`src/rtl/bcd_cnt_pkg.sv`:
```
package bcd_cnt_pkg;

   localparam int unsigned DIGIT_W = 4;

   typedef logic [DIGIT_W-1:0] bcd_digit_t;

   typedef enum logic [1:0] {
      RUN_S   = 2'd0,
      HALT_S  = 2'd1,
      REARM_S = 2'd2
   } run_state_e;

endpackage

```
`src/rtl/bcd_decade.sv`:
```
module bcd_decade
   import bcd_cnt_pkg::*;
(
   input  logic       clk,
   input  logic       rst,
   input  logic       step_i,
   input  logic       up_i,
   output bcd_digit_t digit_o,
   output logic       carry_o,
   output logic       is_nine_o,
   output logic       is_zero_o
);

   bcd_digit_t d_q, d_next;
   logic       at_edge;

   always_comb begin
      is_nine_o = (d_q == bcd_digit_t'(9));
      is_zero_o = (d_q == bcd_digit_t'(0));
      at_edge   = up_i ? is_nine_o : is_zero_o;
      carry_o   = step_i & at_edge;
      if (up_i) d_next = at_edge ? bcd_digit_t'(0) : d_q + bcd_digit_t'(1);
      else      d_next = at_edge ? bcd_digit_t'(9) : d_q - bcd_digit_t'(1);
   end

   always_ff @(posedge clk) begin
      if (rst)         d_q <= '0;
      else if (step_i) d_q <= d_next;
   end

   assign digit_o = d_q;

   AST_DIGIT_LEGAL: assert property (@(posedge clk) disable iff (rst)
      d_q <= bcd_digit_t'(9));
   AST_DIGIT_QUIET: assert property (@(posedge clk) disable iff (rst)
      !step_i |=> $stable(d_q));
   AST_NINE_TO_ZERO: assert property (@(posedge clk) disable iff (rst)
      (step_i && up_i && d_q == bcd_digit_t'(9)) |=> d_q == bcd_digit_t'(0));

endmodule

```
`src/rtl/bcd_halt_ctrl.sv`:
```
module bcd_halt_ctrl
   import bcd_cnt_pkg::*;
(
   input  logic clk,
   input  logic rst,
   input  logic tick_i,
   input  logic en_i,
   input  logic stop_i,
   input  logic term_i,
   input  logic adj_any_i,
   output logic advance_o,
   output logic halted_o
);

   run_state_e st_q, st_d;
   logic       live_tick;

   assign live_tick = tick_i & en_i & ~adj_any_i;

   always_comb begin
      st_d      = st_q;
      advance_o = 1'b0;
      unique case (st_q)
         RUN_S: begin
            if (live_tick) begin
               if (stop_i && term_i) st_d      = HALT_S;
               else                  advance_o = 1'b1;
            end
         end
         HALT_S: begin
            if (!en_i) st_d = REARM_S;
         end
         REARM_S: begin
            if (live_tick) begin
               advance_o = 1'b1;
               st_d      = RUN_S;
            end
         end
         default: st_d = RUN_S;
      endcase
   end

   always_ff @(posedge clk) begin
      if (rst) st_q <= RUN_S;
      else     st_q <= st_d;
   end

   assign halted_o = (st_q == HALT_S);

   AST_HALT_STICKY: assert property (@(posedge clk) disable iff (rst)
      (st_q == HALT_S && en_i) |=> (st_q == HALT_S));
   AST_STOP_AT_TERM: assert property (@(posedge clk) disable iff (rst)
      (st_q == RUN_S && live_tick && stop_i && term_i) |=> (st_q == HALT_S));

endmodule

```
`src/rtl/bcd_updown_counter.sv`:
```
module bcd_updown_counter
   import bcd_cnt_pkg::*;
#(
   parameter int unsigned DIGITS        = 4,
   parameter bit          ADJ_LOW_FIRST = 1'b1,
   localparam int unsigned CNT_W        = DIGITS * DIGIT_W
)(
   input  logic              clk,
   input  logic              rst,
   input  logic              tick,
   input  logic              en,
   input  logic              up_dn,
   input  logic              stop_mode,
   input  logic [DIGITS-1:0] adj,
   output logic [CNT_W-1:0]  count_o,
   output logic              rco_o
);

   if (DIGITS < 1 || DIGITS > 8) begin : g_bad_digits
      $error("bcd_updown_counter: DIGITS must be between 1 and 8");
   end

   logic [DIGITS-1:0] sel, inject, cin, cout, nine, zero;
   logic              adj_any, advance, halted, terminal;

   assign adj_any = |adj;

   if (ADJ_LOW_FIRST) begin : g_pick_low
      assign sel = adj & (~adj + DIGITS'(1));
   end else begin : g_pick_high
      always_comb begin
         sel = '0;
         for (int k = 0; k < DIGITS; k++) begin
            if (adj[k]) begin
               sel    = '0;
               sel[k] = 1'b1;
            end
         end
      end
   end

   assign terminal = up_dn ? (&nine) : (&zero);
   assign rco_o    = terminal;

   bcd_halt_ctrl u_ctrl (
      .clk       (clk),
      .rst       (rst),
      .tick_i    (tick),
      .en_i      (en),
      .stop_i    (stop_mode),
      .term_i    (terminal),
      .adj_any_i (adj_any),
      .advance_o (advance),
      .halted_o  (halted)
   );

   for (genvar k = 0; k < DIGITS; k++) begin : g_dec
      if (k == 0) begin : g_first
         assign inject[k] = sel[k] | advance;
         assign cin[k]    = inject[k];
      end else begin : g_rest
         assign inject[k] = sel[k];
         assign cin[k]    = inject[k] | cout[k-1];
      end

      bcd_decade u_dec (
         .clk       (clk),
         .rst       (rst),
         .step_i    (cin[k]),
         .up_i      (up_dn),
         .digit_o   (count_o[k*DIGIT_W +: DIGIT_W]),
         .carry_o   (cout[k]),
         .is_nine_o (nine[k]),
         .is_zero_o (zero[k])
      );
   end

   AST_RESET_ZERO: assert property (@(posedge clk)
      rst |=> (count_o == '0));
   AST_HALT_FREEZE: assert property (@(posedge clk) disable iff (rst)
      (halted && !adj_any) |=> $stable(count_o));

   if (DIGITS > 1) begin : g_tick_drop_chk
      AST_TICK_DROPPED: assert property (@(posedge clk) disable iff (rst)
         (tick && en && adj_any && !adj[0]) |=> $stable(count_o[DIGIT_W-1:0]));
   end

endmodule

```
`config.mk`:
```
export PLATFORM = sky130hd
export DESIGN_NAME = bcd_updown_counter
export DESIGN_NICKNAME = d
export VERILOG_FILES = /design/src/rtl/bcd_cnt_pkg.sv /design/src/rtl/bcd_decade.sv /design/src/rtl/bcd_halt_ctrl.sv /design/src/rtl/bcd_updown_counter.sv
export SDC_FILE = /design/constraint.sdc
export NUM_CORES = 1
export LEC_CHECK = 0
export ABC_AREA = 0
export CAP_MARGIN = 15
export CELL_PAD_IN_SITES_DETAIL_PLACEMENT = 1
export CELL_PAD_IN_SITES_GLOBAL_PLACEMENT = 1
export CORE_MARGIN = 3
export CORE_UTILIZATION = 41
export CTS_BUF_LIST = sky130_fd_sc_hd__clkbuf_8
export CTS_CLUSTER_SIZE = 28
export DETAILED_ROUTE_END_ITERATION = 8
export GPL_TIMING_DRIVEN = 1
export PLACE_DENSITY_LB_ADDON = 0.1
export SYNTH_ARGS = -nofsm -noshare
export SYNTH_HDL_FRONTEND = slang
export SYNTH_HIERARCHICAL = 1
export SYNTH_SLANG_ARGS = --single-unit
```
`constraint.sdc`:
```
create_clock -name clk -period 6.95 [get_ports clk]
set_clock_uncertainty 0.15 [all_clocks]
set_input_delay 2.085 -clock clk [delete_from_list [all_inputs] [get_ports clk]]
set_output_delay 2.085 -clock clk [all_outputs]
set_load 0.05 [all_outputs]
```
==> impl_table.tex <==
\begin{tabular}{lr}
\hline
Metric & Value \\
\hline
\multicolumn{2}{l}{\textbf{Run status}} \\
\quad Status & complete, no violations \\
\multicolumn{2}{l}{\textbf{Setup path}} \\
\quad Highest net fanout along the worst path & 8 \\
\quad Sort of element at the end of the critical path & register \\
\quad Data required time of the worst path & 6.96 ns \\
\quad Crit-path slowest cell & sky130\_fd\_sc\_hd\_\_clkdlybuf4s50\_1 \\
\quad Worst reg2reg path startpoint & g\_dec[0].u\_dec/digit\_o[0] \\
\quad Capture instance of the worst register-to-register path & g\_dec[3].u\_dec/digit\_o[2] \\
\quad Largest stage delay on the critical path & 0.49 ns \\
\quad Arrival time worst endpoint & 6.34 ns \\
\quad Count of buffer and inverter cells on the critical path & 1 \\
\quad R2r worst-path depth & 20 \\
\quad Family with the most delay on the worst path & simple AND/OR/NAND/NOR gates \\
\quad Type of origin of the critical path & input pin \\
\quad Flop-to-flop setup slack & 2.15 ns \\
\quad Startpoint-to-endpoint class of the critical path & input pin to register \\
\quad Cell Chain, Critical Path & clkdlybuf4s50\_1 > nor3\_2 > nand2b\_1 > nand3b\_1 > a311oi\_1 > or2\_1 > or2b\_2 > a21oi\_2 > a21o\_1 > or2b\_2 > a21oi\_2 > a21o\_1 > or2b\_2 > a21oi\_2 > a21o\_1 > or2b\_2 > a21oi\_2 > or2\_1 > nor2\_1 \\
\multicolumn{2}{l}{\textbf{Floorplanning}} \\
\quad Number of primary I/O pins & 27 \\
\quad Vertical die dimension & 68.0 um \\
\quad Placeable core region & 3520 um2 \\
\quad Die outline area & 4630 um2 \\
\quad Die Wd & 68.0 um \\
\quad Row Count & 21 \\
\quad Starting Density & 44.8\% \\
\multicolumn{2}{l}{\textbf{Timing}} \\
\quad Time the final worst path needs with I/O delays and setup & 6.33 ns \\
\quad RSZ-0062 raised after global routing & false \\
\quad Number of failing hold endpoints at the final stage & 0 \\
\quad Fmax & 158 MHz \\
\quad Final critical-path setup slack & 0.622 ns \\
\quad Worst hold slack after final layout & 0.444 ns \\
\quad Final-report max-slew violation count & 0 \\
\quad Period utilisation layout & 91.1\% \\
\quad Max transition margin & 61.8\% \\
\quad Slew at the pin with the worst max-slew slack & 0.571 ns \\
\quad Final setup viols & 0 \\
\quad Fin Setup TNS & 0 ns \\
\multicolumn{2}{l}{\textbf{Yosys}} \\
\quad Synthesized flop and latch total & 18 \\
\quad Post-Synth XOR/XNOR Area & 4.44\% \\
\quad Number of enable-type register cells in the synthesized netlist & 0 \\
\quad Synthesized-area fraction occupied by adder cells & 9.52\% \\
\quad Complex-gate fraction of the synthesized area & 22.3\% \\
\quad Post-Synthesis Net Count & 207 \\
\quad Main combinational cell family by area after synthesis & simple AND/OR/NAND/NOR gates \\
\quad Main flop type after synthesis & sky130\_fd\_sc\_hd\_\_dfxtp\_1 \\
\quad Mux cell area share after synthesis & 5.40\% \\
\quad Sequential element share of the synthesized area & 22.9\% \\
\quad Ys async rst share & 0\% \\
\quad Post-Synthesis Mean Instance Area & 8.52 um2 \\
\quad Number of distinct standard cells referenced by the synthesized netlist & 35 \\
\quad Cell area after technology mapping & 1580 um2 \\
\quad Simple-Gate Fraction of Synth Area & 26.2\% \\
\quad Synth Warn \# & 6 \\
\quad Synthesized netlist cell count & 185 \\
\multicolumn{2}{l}{\textbf{Clocking}} \\
\quad Clock slew at reported path FFs & 0.08 ns \\
\quad Skew-Pair Late Insertion Delay & 0.26 ns \\
\quad TritonCTS clock tree & yes \\
\quad Number of setup buffers added after CTS & 0 \\
\quad Cell at the root of the clock tree & sky130\_fd\_sc\_hd\_\_clkbuf\_8 \\
\quad CTS buffer count & 3 \\
\quad Max Root-Sink Buffers & 2 \\
\quad Clock tree sinks & 18 \\
\quad \# resized after CTS & 0 \\
\quad Cts-stage hold buffer count & 0 \\
\quad CTS H-tree lvls & 1 \\
\multicolumn{2}{l}{\textbf{Place}} \\
\quad Number of buffers inserted by port buffering & 26 \\
\quad Worst setup timing slack at the placement stage & 0.362 ns \\
\quad Post-DP HPWL & 3190 um \\
\quad Area post-placement & 1830 um2 \\
\quad Routability-driven placement congestion ratio & 0.866 \\
\multicolumn{2}{l}{\textbf{Run}} \\
\quad Number of violations of the max-capacitance limit & 0 \\
\multicolumn{2}{l}{\textbf{Power}} \\
\quad Pleak & 0.796 nW \\
\quad Post-layout total power & 0.396 mW \\
\quad Power per unit of standard cell area & 210 nW/um2 \\
\quad Worst IR drop on VDD & 0.0782 mV \\
\multicolumn{2}{l}{\textbf{Layout}} \\
\quad Final standard cell area without fillers & 1890 um2 \\
\quad Net count, final & 232 \\
\quad Number of antenna diodes & 0 \\
\quad Number of inserted filler cells in the final layout & 449 \\
\quad Storage cell area & 360 um2 \\
\quad Layout area overhead & 19.7\% \\
\quad Total area of multi-input combinational cells & 1070 um2 \\
\quad Proportion of layout cells with a drive suffix above 1 & 19.1\% \\
\multicolumn{2}{l}{\textbf{Global route}} \\
\quad Aggregate global routing overflow & 0 \\
\quad Initial antenna violation count & 0 \\
\quad Pin count of the biggest net entering global routing & 16 \\
\quad Vias in the first global route & 1,517 \\
\quad First-pass GRT wire length & 7190 um \\
\quad Total global-route track usage & 20.2\% \\
\multicolumn{2}{l}{\textbf{Drt}} \\
\quad Final wirelength & 4200 um \\
\quad Initial DRT Pass Iterations & 4 \\
\quad Drt drc & 0 \\
\quad First DRT Iteration DRCs & 80 \\
\quad Antenna Nets Post-Route & 0 \\
\quad WL/cell & 16.5 um \\
\quad Via-to-Cell Ratio & 5.60 \\
\quad Via Count & 1,427 \\
\multicolumn{2}{l}{\textbf{Hold path}} \\
\quad Worst hold path depth & 1 \\
\quad Hold endpoint & u\_ctrl/st\_q[0] \\
\quad Hold Path Class & register to register \\
\quad Worst hold start & u\_ctrl/st\_q[0] \\
\hline
\end{tabular}
## registers in the layout (all words and copies together) (netlist names)
signal	flops
g_dec.u_dec/digit_o	16
u_ctrl/st_q	2
## power breakdown
part	switching, mW	internal (mW)	leakage (nW)	total [mW]
sequential	0.0200	0.113	0.148	0.133
combinational	0.0977	0.0742	0.620	0.172
clock	0.0407	0.0505	0.0288	0.0912
total	0.158	0.238	0.796	0.396
## logic make-up (layout without fill, tap and decap cells)
| kind of cell | Yosys count | count (layout) |
|---|---|---|
| multiplexers | 8 | 8 |
| adder cells (fa/ha/maj) | 12 | 12 |
| XOR/XNOR | 8 | 8 |
| flip-flops | 18 | 18 |
| buffers and inverters | 27 | 51 |
| AO/OA/AOI/OAI | 47 | 47 |
| AND/OR/NAND/NOR | 65 | 65 |
## per-layer routing
layer / track usage, % / part of all wire [%] / wire length (um)
met1: 24.5 / 46 / 1950
met4: 7.44 / 1.5 / 65
met5: 0 / 0 / 0
met3: 2.96 / 3.0 / 126
met2: 35.9 / 49 / 2060
## final cells by class
cell class / instances / share of cell area, %
tap: 46 / 3.05
clock buffer: 4 / 2.92
timing repair buffer: 28 / 14.5
inverter: 19 / 3.78
sequential: 18 / 19.1
multi-input combinational: 140 / 56.7
## how the worst max path moves through the flow
stage	start	end	slack (ns)	depth (start not counted)
after floorplan	up_dn	g_dec[3].u_dec/digit_o[1]	1.16	21
after global placement	adj[0]	g_dec[3].u_dec/digit_o[1]	0.54	19
after detailed placement	adj[0]	g_dec[3].u_dec/digit_o[2]	0.36	19
after CTS	adj[0]	g_dec[3].u_dec/digit_o[2]	0.60	19
after global routing	adj[0]	g_dec[3].u_dec/digit_o[2]	0.31	19
final	adj[0]	g_dec[3].u_dec/digit_o[2]	0.62	19
## metrics by stage
| stage | utilization, % | instances |
|---|---|---|
| 2_1_floorplan | - | 185 |
| 3_3_place_gp | 52.0 | 251 |
| 3_5_place_dp | 52.0 | 251 |
| 4_1_cts | 53.6 | 255 |
| 5_1_grt | 53.6 | 255 |
| 6_report | 53.6 | 255 |
## Yosys cell counts, types with 5 or more instances
master                      n  area, um2
sky130_fd_sc_hd__dfxtp_1   18        360
sky130_fd_sc_hd__and3_2     8       60.1
sky130_fd_sc_hd__nor2_1    11       41.3
sky130_fd_sc_hd__ha_1      12        150
sky130_fd_sc_hd__inv_1     19       71.3
sky130_fd_sc_hd__nand3_1    9       45.0
sky130_fd_sc_hd__or2_1      5       31.3
sky130_fd_sc_hd__a311oi_1   5       43.8
sky130_fd_sc_hd__xnor2_1    8       70.1
sky130_fd_sc_hd__o22ai_1    5       31.3
sky130_fd_sc_hd__nand2_1    9       33.8
sky130_fd_sc_hd__nand2b_1   5       31.3
sky130_fd_sc_hd__a21oi_1    8       40.0
## placed cells by master (no fill, tap or decap), types with 5 or more instances in the layout
cell                              count
sky130_fd_sc_hd__nand2_1              9
sky130_fd_sc_hd__ha_1                12
sky130_fd_sc_hd__inv_1               19
sky130_fd_sc_hd__nand2b_1             5
sky130_fd_sc_hd__nor2_1              11
sky130_fd_sc_hd__clkdlybuf4s50_1     25
sky130_fd_sc_hd__a311oi_1             5
sky130_fd_sc_hd__or2_1                5
sky130_fd_sc_hd__o22ai_1              5
sky130_fd_sc_hd__dfxtp_1             18
sky130_fd_sc_hd__xnor2_1              8
sky130_fd_sc_hd__and3_2               8
sky130_fd_sc_hd__a21oi_1              8
sky130_fd_sc_hd__nand3_1              9
Note: power is estimated with default switching activity, not from simulation.
